==> src/rtl/spi_hs_pkg.sv <==
package spi_hs_pkg;

  localparam logic [1:0] REG_CTRL = 2'd0;
  localparam logic [1:0] REG_DIV  = 2'd1;
  localparam logic [1:0] REG_STAT = 2'd2;
  localparam logic [1:0] REG_DATA = 2'd3;

  localparam int unsigned STAT_DONE_BIT  = 0;
  localparam int unsigned STAT_EMPTY_BIT = 1;

  // Control register layout, bit 7 down to bit 0
  typedef struct packed {
    logic empty_ie;
    logic done_ie;
    logic ss_auto;
    logic lsb_first;
    logic cpha;
    logic cpol;
    logic master;
    logic enable;
  } ctrl_t;

  typedef enum logic [1:0] {
    ENG_IDLE,
    ENG_LEAD,
    ENG_SHIFT,
    ENG_TRAIL
  } eng_state_e;

  // Edges are numbered from 0; odd edges are the second of each pair.
  function automatic logic is_sample_edge(input logic cpha, input logic edge_odd);
    return edge_odd == cpha;
  endfunction

  function automatic logic is_shift_edge(input logic cpha, input logic edge_odd,
                                         input logic first_edge, input logic last_edge);
    if (cpha) return !edge_odd && !first_edge;
    else      return edge_odd && !last_edge;
  endfunction

endpackage

==> src/rtl/spi_hs_regs.sv <==
module spi_hs_regs
  import spi_hs_pkg::*;
#(
  parameter int unsigned DATA_W    = 8,
  parameter int unsigned DIV_W     = 8,
  parameter int unsigned DIV_RESET = 3
) (
  input  logic              clk,
  input  logic              rst_n,
  input  logic              bus_sel,
  input  logic              bus_wr,
  input  logic [1:0]        bus_addr,
  input  logic [DATA_W-1:0] bus_wdata,
  input  logic              empty_flag,
  input  logic              done_flag,
  input  logic [DATA_W-1:0] rx_q,
  output ctrl_t             ctrl,
  output logic [DIV_W-1:0]  div,
  output logic [DATA_W-1:0] bus_rdata,
  output logic              wr_data_ev,
  output logic              rd_data_ev,
  output logic              rd_stat_ev
);

  localparam int unsigned CTRL_W = $bits(ctrl_t);

  logic wr_ctrl_ev;
  logic wr_div_ev;

  assign wr_ctrl_ev = bus_sel && bus_wr && (bus_addr == REG_CTRL);
  assign wr_div_ev  = bus_sel && bus_wr && (bus_addr == REG_DIV);
  assign wr_data_ev = bus_sel && bus_wr && (bus_addr == REG_DATA);
  assign rd_data_ev = bus_sel && !bus_wr && (bus_addr == REG_DATA);
  assign rd_stat_ev = bus_sel && !bus_wr && (bus_addr == REG_STAT);

  always_ff @(posedge clk or negedge rst_n) begin
    if (!rst_n) begin
      ctrl <= '0;
      div  <= DIV_W'(DIV_RESET);
    end else begin
      if (wr_ctrl_ev) ctrl <= ctrl_t'(bus_wdata[CTRL_W-1:0]);
      if (wr_div_ev)  div  <= bus_wdata[DIV_W-1:0];
    end
  end

  always_comb begin
    bus_rdata = '0;
    unique case (bus_addr)
      REG_CTRL: bus_rdata = DATA_W'(ctrl);
      REG_DIV:  bus_rdata = DATA_W'(div);
      REG_STAT: begin
        bus_rdata[STAT_DONE_BIT]  = done_flag;
        bus_rdata[STAT_EMPTY_BIT] = empty_flag;
      end
      default:  bus_rdata = rx_q;
    endcase
  end

endmodule

==> src/rtl/spi_hs_flags.sv <==
module spi_hs_flags #(
  parameter int unsigned DATA_W = 8
) (
  input  logic              clk,
  input  logic              rst_n,
  input  logic              go,
  input  logic              wr_data_ev,
  input  logic              rd_data_ev,
  input  logic              rd_stat_ev,
  input  logic [DATA_W-1:0] wdata,
  input  logic              ev_load,
  input  logic              ev_done,
  output logic              buf_full,
  output logic [DATA_W-1:0] buf_q,
  output logic              empty_flag,
  output logic              done_flag,
  output logic              armed
);

  logic wr_accept;
  logic done_clear;

  assign wr_accept  = wr_data_ev && go && !buf_full;
  assign done_clear = rd_data_ev && armed;
  assign empty_flag = !buf_full;

  // holding buffer
  always_ff @(posedge clk or negedge rst_n) begin
    if (!rst_n) begin
      buf_full <= 1'b0;
      buf_q    <= '0;
    end else if (wr_accept) begin
      buf_full <= 1'b1;
      buf_q    <= wdata;
    end else if (ev_load) begin
      buf_full <= 1'b0;
    end
  end

  // complete flag: a new completion wins over a clear
  always_ff @(posedge clk or negedge rst_n) begin
    if (!rst_n)          done_flag <= 1'b0;
    else if (ev_done)    done_flag <= 1'b1;
    else if (done_clear) done_flag <= 1'b0;
  end

  // clear sequence tracker
  always_ff @(posedge clk or negedge rst_n) begin
    if (!rst_n)                        armed <= 1'b0;
    else if (wr_data_ev || rd_data_ev) armed <= 1'b0;
    else if (rd_stat_ev && done_flag)  armed <= 1'b1;
  end

endmodule

==> src/rtl/spi_hs_engine.sv <==
module spi_hs_engine
  import spi_hs_pkg::*;
#(
  parameter int unsigned DATA_W = 8,
  parameter int unsigned DIV_W  = 8
) (
  input  logic              clk,
  input  logic              rst_n,
  input  logic              go,
  input  logic              cpol,
  input  logic              cpha,
  input  logic              lsb_first,
  input  logic              ss_auto,
  input  logic [DIV_W-1:0]  div,
  input  logic              buf_full,
  input  logic [DATA_W-1:0] buf_q,
  input  logic              miso,
  output logic              sck,
  output logic              mosi,
  output logic              ss_n,
  output logic              ev_load,
  output logic              ev_done,
  output logic              busy,
  output logic              guard_ok,
  output logic [DATA_W-1:0] rx_q
);

  localparam int unsigned EDGES  = 2 * DATA_W;
  localparam int unsigned ECNT_W = $clog2(EDGES);
  localparam int unsigned GCNT_W = DIV_W + 1;
  localparam logic [ECNT_W-1:0] LAST_EDGE = ECNT_W'(EDGES - 1);
  localparam logic [GCNT_W-1:0] GCNT_MAX  = '1;

  eng_state_e        state;
  logic [DIV_W-1:0]  hcnt;
  logic [ECNT_W-1:0] ecnt;
  logic              phase;
  logic [DATA_W-1:0] sh;
  logic [DATA_W-1:0] rx_sh;
  logic [GCNT_W-1:0] gcnt;
  logic              tick;
  logic              edge_now;
  logic              do_sample;
  logic              do_shift;

  function automatic logic [DATA_W-1:0] shift_out(input logic [DATA_W-1:0] v, input logic lsb);
    if (lsb) return {1'b0, v[DATA_W-1:1]};
    else     return {v[DATA_W-2:0], 1'b0};
  endfunction

  function automatic logic [DATA_W-1:0] rx_in(input logic [DATA_W-1:0] v, input logic b,
                                              input logic lsb);
    if (lsb) return {b, v[DATA_W-1:1]};
    else     return {v[DATA_W-2:0], b};
  endfunction

  assign tick      = (hcnt == div);
  assign guard_ok  = gcnt > GCNT_W'(div);
  assign busy      = (state != ENG_IDLE);
  assign ev_load   = (state == ENG_IDLE) && go && buf_full && (!cpha || guard_ok);
  assign ev_done   = (state == ENG_TRAIL) && tick && go;
  assign edge_now  = (state == ENG_SHIFT) && tick && go;
  assign do_sample = edge_now && is_sample_edge(cpha, ecnt[0]);
  assign do_shift  = edge_now && is_shift_edge(cpha, ecnt[0], ecnt == '0, ecnt == LAST_EDGE);

  assign sck  = cpol ^ phase;
  assign mosi = lsb_first ? sh[0] : sh[DATA_W-1];
  assign ss_n = !(ss_auto && busy);

  // sequencing of lead, 16 edges and trail
  always_ff @(posedge clk or negedge rst_n) begin
    if (!rst_n) begin
      state <= ENG_IDLE;
      hcnt  <= '0;
      ecnt  <= '0;
      phase <= 1'b0;
      rx_q  <= '0;
    end else if (!go) begin
      state <= ENG_IDLE;
      hcnt  <= '0;
      phase <= 1'b0;
    end else begin
      unique case (state)
        ENG_IDLE: begin
          hcnt <= '0;
          if (ev_load) state <= ENG_LEAD;
        end
        ENG_LEAD: begin
          if (tick) begin
            hcnt  <= '0;
            ecnt  <= '0;
            state <= ENG_SHIFT;
          end else begin
            hcnt <= hcnt + 1'b1;
          end
        end
        ENG_SHIFT: begin
          if (tick) begin
            hcnt  <= '0;
            phase <= ~phase;
            if (ecnt == LAST_EDGE) state <= ENG_TRAIL;
            else                   ecnt  <= ecnt + 1'b1;
          end else begin
            hcnt <= hcnt + 1'b1;
          end
        end
        default: begin
          if (tick) begin
            hcnt  <= '0;
            rx_q  <= rx_sh;
            state <= ENG_IDLE;
          end else begin
            hcnt <= hcnt + 1'b1;
          end
        end
      endcase
    end
  end

  always_ff @(posedge clk or negedge rst_n) begin
    if (!rst_n)        sh <= '0;
    else if (ev_load)  sh <= buf_q;
    else if (do_shift) sh <= shift_out(sh, lsb_first);
  end

  always_ff @(posedge clk or negedge rst_n) begin
    if (!rst_n)         rx_sh <= '0;
    else if (do_sample) rx_sh <= rx_in(rx_sh, miso, lsb_first);
  end

  // phase-1 guard timer, restarted on every load and every byte end
  always_ff @(posedge clk or negedge rst_n) begin
    if (!rst_n)                  gcnt <= GCNT_MAX;
    else if (ev_load || ev_done) gcnt <= '0;
    else if (gcnt != GCNT_MAX)   gcnt <= gcnt + 1'b1;
  end

endmodule

==> src/rtl/spi_hs_master.sv <==
module spi_hs_master
  import spi_hs_pkg::*;
#(
  parameter int unsigned DATA_W    = 8,
  parameter int unsigned DIV_W     = 8,
  parameter int unsigned DIV_RESET = 3
) (
  input  logic              clk,
  input  logic              rst_n,
  input  logic              bus_sel,
  input  logic              bus_wr,
  input  logic [1:0]        bus_addr,
  input  logic [DATA_W-1:0] bus_wdata,
  output logic [DATA_W-1:0] bus_rdata,
  output logic              spi_sck,
  output logic              spi_mosi,
  input  logic              spi_miso,
  output logic              spi_ss_n,
  output logic              irq
);

  ctrl_t             ctrl;
  logic [DIV_W-1:0]  div;
  logic              go;
  logic              wr_data_ev;
  logic              rd_data_ev;
  logic              rd_stat_ev;
  logic              buf_full;
  logic [DATA_W-1:0] buf_q;
  logic              empty_flag;
  logic              done_flag;
  logic              armed;
  logic              ev_load;
  logic              ev_done;
  logic              busy;
  logic              guard_ok;
  logic [DATA_W-1:0] rx_q;

  assign go  = ctrl.enable && ctrl.master;
  assign irq = (done_flag && ctrl.done_ie) || (empty_flag && ctrl.empty_ie);

  spi_hs_regs #(
    .DATA_W(DATA_W), .DIV_W(DIV_W), .DIV_RESET(DIV_RESET)
  ) u_regs (
    .clk        (clk),
    .rst_n      (rst_n),
    .bus_sel    (bus_sel),
    .bus_wr     (bus_wr),
    .bus_addr   (bus_addr),
    .bus_wdata  (bus_wdata),
    .empty_flag (empty_flag),
    .done_flag  (done_flag),
    .rx_q       (rx_q),
    .ctrl       (ctrl),
    .div        (div),
    .bus_rdata  (bus_rdata),
    .wr_data_ev (wr_data_ev),
    .rd_data_ev (rd_data_ev),
    .rd_stat_ev (rd_stat_ev)
  );

  spi_hs_flags #(.DATA_W(DATA_W)) u_flags (
    .clk        (clk),
    .rst_n      (rst_n),
    .go         (go),
    .wr_data_ev (wr_data_ev),
    .rd_data_ev (rd_data_ev),
    .rd_stat_ev (rd_stat_ev),
    .wdata      (bus_wdata),
    .ev_load    (ev_load),
    .ev_done    (ev_done),
    .buf_full   (buf_full),
    .buf_q      (buf_q),
    .empty_flag (empty_flag),
    .done_flag  (done_flag),
    .armed      (armed)
  );

  spi_hs_engine #(.DATA_W(DATA_W), .DIV_W(DIV_W)) u_engine (
    .clk       (clk),
    .rst_n     (rst_n),
    .go        (go),
    .cpol      (ctrl.cpol),
    .cpha      (ctrl.cpha),
    .lsb_first (ctrl.lsb_first),
    .ss_auto   (ctrl.ss_auto),
    .div       (div),
    .buf_full  (buf_full),
    .buf_q     (buf_q),
    .miso      (spi_miso),
    .sck       (spi_sck),
    .mosi      (spi_mosi),
    .ss_n      (spi_ss_n),
    .ev_load   (ev_load),
    .ev_done   (ev_done),
    .busy      (busy),
    .guard_ok  (guard_ok),
    .rx_q      (rx_q)
  );

endmodule

==> config.mk <==
export PLATFORM = sky130hd
export DESIGN_NAME = spi_hs_master
export DESIGN_NICKNAME = d
export VERILOG_FILES = /design/src/rtl/spi_hs_pkg.sv /design/src/rtl/spi_hs_regs.sv /design/src/rtl/spi_hs_flags.sv /design/src/rtl/spi_hs_engine.sv /design/src/rtl/spi_hs_master.sv
export SDC_FILE = /design/constraint.sdc
export NUM_CORES = 1
export LEC_CHECK = 0
export BUFFER_PORTS_ARGS = -buffer_cell sky130_fd_sc_hd__buf_2
export CAP_MARGIN = 25
export CORE_ASPECT_RATIO = 2
export CORE_UTILIZATION = 50
export CTS_BUF_LIST = sky130_fd_sc_hd__clkbuf_2 sky130_fd_sc_hd__clkbuf_4 sky130_fd_sc_hd__clkbuf_8
export DETAILED_ROUTE_END_ITERATION = 6
export PLACE_DENSITY = 0.75
export SLEW_MARGIN = 20
export SYNTH_ARGS = -nofsm -noshare
export SYNTH_HDL_FRONTEND = slang
export SYNTH_SLANG_ARGS = --single-unit
==> constraint.sdc <==
create_clock -name clk -period 2.2 [get_ports clk]
set_input_delay 0.44 -clock clk [delete_from_list [all_inputs] [get_ports clk]]
set_output_delay 0.44 -clock clk [all_outputs]
set_load 0.1 [all_outputs]
==> results_tabular.tex <==
\begin{tabular}{lr}
\hline
Metric & Value \\
\hline
\multicolumn{2}{l}{\textbf{Pwr}} \\
\quad Combinational share of power & 0.320 \\
\quad Internal power component & 2.82 mW \\
\quad Total power draw & 4.49 mW \\
\quad Flop pwr share & 0.437 \\
\quad IR drop worst, VDD & 0.000498 V \\
\quad Leakage & 2.21 nW \\
\quad Total power divided by cell area & 921 nW/µm² \\
\quad Fraction of power spent switching nets & 0.372 \\
\quad Total net switching power & 1.67 mW \\
\quad Share of power burned in the clock network & 0.243 \\
\multicolumn{2}{l}{\textbf{Synth}} \\
\quad Count of warnings emitted by yosys & 0 \\
\quad Number of flops mapped to enable cells by yosys & 0 \\
\quad Top post-synthesis cells by area & sky130\_fd\_sc\_hd\_\_dfrtp\_1 (39\%), sky130\_fd\_sc\_hd\_\_mux2\_2 (8.1\%), sky130\_fd\_sc\_hd\_\_dfstp\_2 (7.0\%) \\
\quad Library cells used by synthesis & 58 \\
\quad Fraction of the mapped netlist area in adder cells & 0.0542 \\
\quad Top FF cell, synth & sky130\_fd\_sc\_hd\_\_dfrtp\_1 \\
\quad Post-synth ARST share & 1.00 \\
\quad Mapped Avg Cell Area & 11.2 µm² \\
\quad Sequential-to-total area share from yosys stat & 0.455 \\
\quad Share of the synthesized area in the top cell type & 0.386 \\
\quad Xor-xnor portion of the synthesized cell area & 0.0524 \\
\quad Post-Synth Simple-Gate Area & 0.130 \\
\quad Fraction of the mapped netlist area in compound gates & 0.0853 \\
\quad Cell type contributing the most total cell area after synthesis & sky130\_fd\_sc\_hd\_\_dfrtp\_1 \\
\quad Share of synthesized area spent on multiplexers & 0.181 \\
\quad Largest family of logic cells by synthesized area & multiplexers \\
\quad Flip-flop and latch count after synthesis & 75 \\
\quad Post-synthesis instance total & 372 \\
\quad Post-synth net total & 405 \\
\quad Post-synthesis instance area & 4150 µm² \\
\multicolumn{2}{l}{\textbf{Critical path}} \\
\quad Worst Path Max Fanout & 9 \\
\quad Critical Path Sink Type & register \\
\quad Arrival time of data at the critical path endpoint & 2410 ps \\
\quad Setup crit start kind & register \\
\quad Delay-heaviest family, CP & compound AO/OA/AOI/OAI gates \\
\quad Crit path required time & 2500 ps \\
\quad Longest individual stage delay on the worst path & 560 ps \\
\quad Cells along the critical path & ha\_1 > and4b\_1 > a2111o\_1 > o211ai\_2 > a21oi\_2 > a21o\_4 > nor2\_1 \\
\quad Critical Path Slowest Stage Cell & sky130\_fd\_sc\_hd\_\_dfstp\_2 \\
\quad Combined buffer and inverter count along the critical path & 0 \\
\quad Kind of critical path & register to register \\
\multicolumn{2}{l}{\textbf{Flow run}} \\
\quad Number of violations of the max-capacitance limit & 0 \\
\multicolumn{2}{l}{\textbf{Min path}} \\
\quad Hold WC Path Type & input pin to register \\
\multicolumn{2}{l}{\textbf{Clock network}} \\
\quad Number of buffers on the longest clock path & 2 \\
\quad Root cell of the clock tree & sky130\_fd\_sc\_hd\_\_clkbuf\_8 \\
\quad Number of sinks handled by clock tree synthesis & 75 \\
\quad CTS Buf Count & 9 \\
\quad Source-to-sink clock delay at the later pin of the worst-skew pair & 360 ps \\
\quad TritonCTS clock tree & built \\
\quad Clock-pin slew of the registers on the worst-case setup and hold paths & 80 ps \\
\quad H-Tree Level Count & 3 \\
\quad Post-CTS Setup Repair Bufs & 0 \\
\multicolumn{2}{l}{\textbf{Floorplan}} \\
\quad Starting utilization of the core area & 0.519 \\
\quad Floorplan die height & 131 µm \\
\quad DIE AREA & 8700 µm² \\
\quad Site Rows & 46 \\
\quad Floorplan die width & 66.4 µm \\
\quad Core Region & 8000 µm² \\
\quad Count of boundary I/O pins & 27 \\
\multicolumn{2}{l}{\textbf{Place}} \\
\quad Worst setup slack after placement & 44.2 ps \\
\quad Routability-driven placement congestion ratio & 0.859 \\
\quad Post-DP HPWL & 6980 µm \\
\quad Total placed instance area & 4630 µm² \\
\quad Number of port buffers & 26 \\
\quad Placed instance count & 494 \\
\multicolumn{2}{l}{\textbf{Route}} \\
\quad Count of TritonRoute iterations in the first routing pass & 4 \\
\quad Count of nets left with antenna violations after detail routing & 0 \\
\quad Routed wire length & 9060 µm \\
\quad Routed length per instance & 17.7 µm \\
\quad DR vias & 2945 \\
\quad Drt first-iter violations & 195 \\
\quad Remaining DRCs & 0 \\
\quad Via density per instance & 5.76 \\
\multicolumn{2}{l}{\textbf{Timing}} \\
\quad Headroom to the max-slew limit & 0.678 \\
\quad Worst hold slack after final layout & 319 ps \\
\quad Fin Setup TNS & 0 ps \\
\quad Portion of the clock cycle consumed by the worst path in the final layout & 0.961 \\
\quad Clk\_skew & 9.49 ps \\
\quad Number of max-slew violations in the final report & 0 \\
\quad Fin crit period & 2110 ps \\
\quad Fmax & 473 MHz \\
\quad Least-Margin Pin Slew & 486 ps \\
\quad Number of failing hold endpoints at the final stage & 0 \\
\quad Count of endpoints failing setup in the final report & 0 \\
\quad Crit path setup slack, layout & 85.9 ps \\
\quad RSZ-0062 raised after global routing & true \\
\multicolumn{2}{l}{\textbf{Final layout}} \\
\quad Area growth from synthesis to layout & 17.3\% \\
\quad Share of final-layout standard cells stronger than drive strength 1 & 0.320 \\
\quad Utilization after layout & 0.609 \\
\quad Final Instance Area & 4870 µm² \\
\quad Post-route insts no fill & 511 \\
\quad Diode count & 0 \\
\quad Number of filler instances in the final layout & 648 \\
\quad Total number of nets in the final design & 443 \\
\multicolumn{2}{l}{\textbf{Global routing}} \\
\quad GRT Residual Overflow & 0 \\
\quad Global-route wire length before repair & 14800 µm \\
\quad GRT Resource Usage Total & 0.236 \\
\quad Number of global-route vias before repair & 2917 \\
\quad Initial antenna violation count & 0 \\
\quad Pin count of the biggest net entering global routing & 36 \\
\multicolumn{2}{l}{\textbf{Status}} \\
\quad Status & finished, final reports clean \\
\hline
\end{tabular}
[synth_stat cells, drive strengths merged, types with 2 or more instances]
master	instances
a21o	2
a21oi	14
a22o	4
a311oi	2
and2	2
and3	4
buf	9
clkbuf	6
dfrtp	64
dfstp	11
ha	18
inv	18
mux2	38
mux2i	25
mux4	2
nand2	29
nand3	14
nand4	5
nand4b	2
nor2	34
nor2b	2
nor4	2
o21ai	22
xnor2	13
xor2	11
[routing by layer]
layer	track usage	part of all wire	up-vias
li1	-	-	1373
met1	0.266	0.38	1476
met2	0.406	0.55	65
met3	0.0469	0.029	31
met4	0.133	0.040	0
met5	0	0	-
[final cells by class]
| class | count | area [µm²] | share of cell area |
|---|---|---|---|
| well taps | 96 | 120 | 0.0247 |
| flip-flops and latches | 75 | 1890 | 0.388 |
| inverters | 18 | 67.6 | 0.0139 |
| multi-input cells | 264 | 2180 | 0.448 |
| repair buffers | 42 | 408 | 0.0837 |
| clock buffers | 10 | 131 | 0.0270 |
| clock inverters | 6 | 72.6 | 0.0149 |
[worst reg2reg max path: stages, from the launching register on]
cell                       delay, ps
sky130_fd_sc_hd__dfstp_2         560
sky130_fd_sc_hd__ha_1            260
sky130_fd_sc_hd__and4b_1         210
sky130_fd_sc_hd__a2111o_1        410
sky130_fd_sc_hd__o211ai_2        110
sky130_fd_sc_hd__a21oi_2         120
sky130_fd_sc_hd__a21o_4          250
sky130_fd_sc_hd__nor2_1          130
[layout by cell type, fill, tap and decap left out, types with 3 or more instances in the layout]
cell / n
sky130_fd_sc_hd__a22o_1: 4
sky130_fd_sc_hd__and3_1: 3
sky130_fd_sc_hd__ha_1: 18
sky130_fd_sc_hd__buf_12: 10
sky130_fd_sc_hd__mux2i_1: 25
sky130_fd_sc_hd__a21oi_1: 11
sky130_fd_sc_hd__mux2_4: 8
sky130_fd_sc_hd__nor2_1: 33
sky130_fd_sc_hd__nand4_1: 4
sky130_fd_sc_hd__o21ai_0: 5
sky130_fd_sc_hd__buf_2: 17
sky130_fd_sc_hd__buf_4: 11
sky130_fd_sc_hd__dfstp_2: 11
sky130_fd_sc_hd__clkbuf_8: 9
sky130_fd_sc_hd__o21ai_1: 9
sky130_fd_sc_hd__nand2_1: 28
sky130_fd_sc_hd__xor2_1: 10
sky130_fd_sc_hd__dfrtp_1: 63
sky130_fd_sc_hd__xnor2_1: 12
sky130_fd_sc_hd__nand3_1: 14
sky130_fd_sc_hd__a21oi_2: 3
sky130_fd_sc_hd__inv_1: 18
sky130_fd_sc_hd__o21ai_4: 6
sky130_fd_sc_hd__mux2_2: 30
[state kept, by name (all words and copies together) (netlist names)]
register	count
u_regs.div	8
u_regs.ctrl	8
u_engine.state	2
u_flags.done_flag	1
u_engine.ecnt	4
u_engine.gcnt	9
u_flags.armed	1
u_engine.rx_q	8
u_flags.buf_q	8
u_engine.sh	8
u_flags.buf_full	1
u_engine.phase	1
u_engine.hcnt	8
u_engine.rx_sh	8
[logic make-up after synthesis]
logic type	Yosys count
AOI/OAI and AO/OA	54
xor gates and xnor gates	24
adders and majority gates	18
buffers and inverters	33
DFF	75
muxes	65
and+or+nand+nor	103
[power groups by stage]
stage | combinational [mW] | sequential, mW | clock [mW]
after global placement | 1.39 | 1.97 | 0
after floorplan | 1.11 | 1.86 | 0
final | 1.43 | 1.96 | 1.09
after global routing | 1.56 | 1.99 | 1.18
after detailed placement | 1.43 | 1.98 | 0
after CTS | 1.44 | 1.96 | 1.12
[worst paths after layout]
kind	end	slack (ps)	start	cells past startpoint
hold reg to reg	u_engine.sh[3]	490	u_flags.buf_q[3]	2
min in group asynchronous	u_engine.hcnt[6]	520	rst_n	2
hold / removal	u_flags.armed	320	bus_sel	2
max in group asynchronous	u_regs.div[0]	980	rst_n	3
setup / recovery	u_engine.gcnt[0]	90	u_engine.gcnt[7]	7
setup reg to reg	u_engine.gcnt[0]	90	u_engine.gcnt[7]	7
[repair_timing]
item                                    4_1_cts  5_1_grt
gates resized for setup                       1        7
pin swaps                                     0        1
hold endpoints to repair                      8        0
hold buffers                                  1        0
endpoints found under the setup margin        1       20
Note: power is estimated with default switching activity, not from simulation.
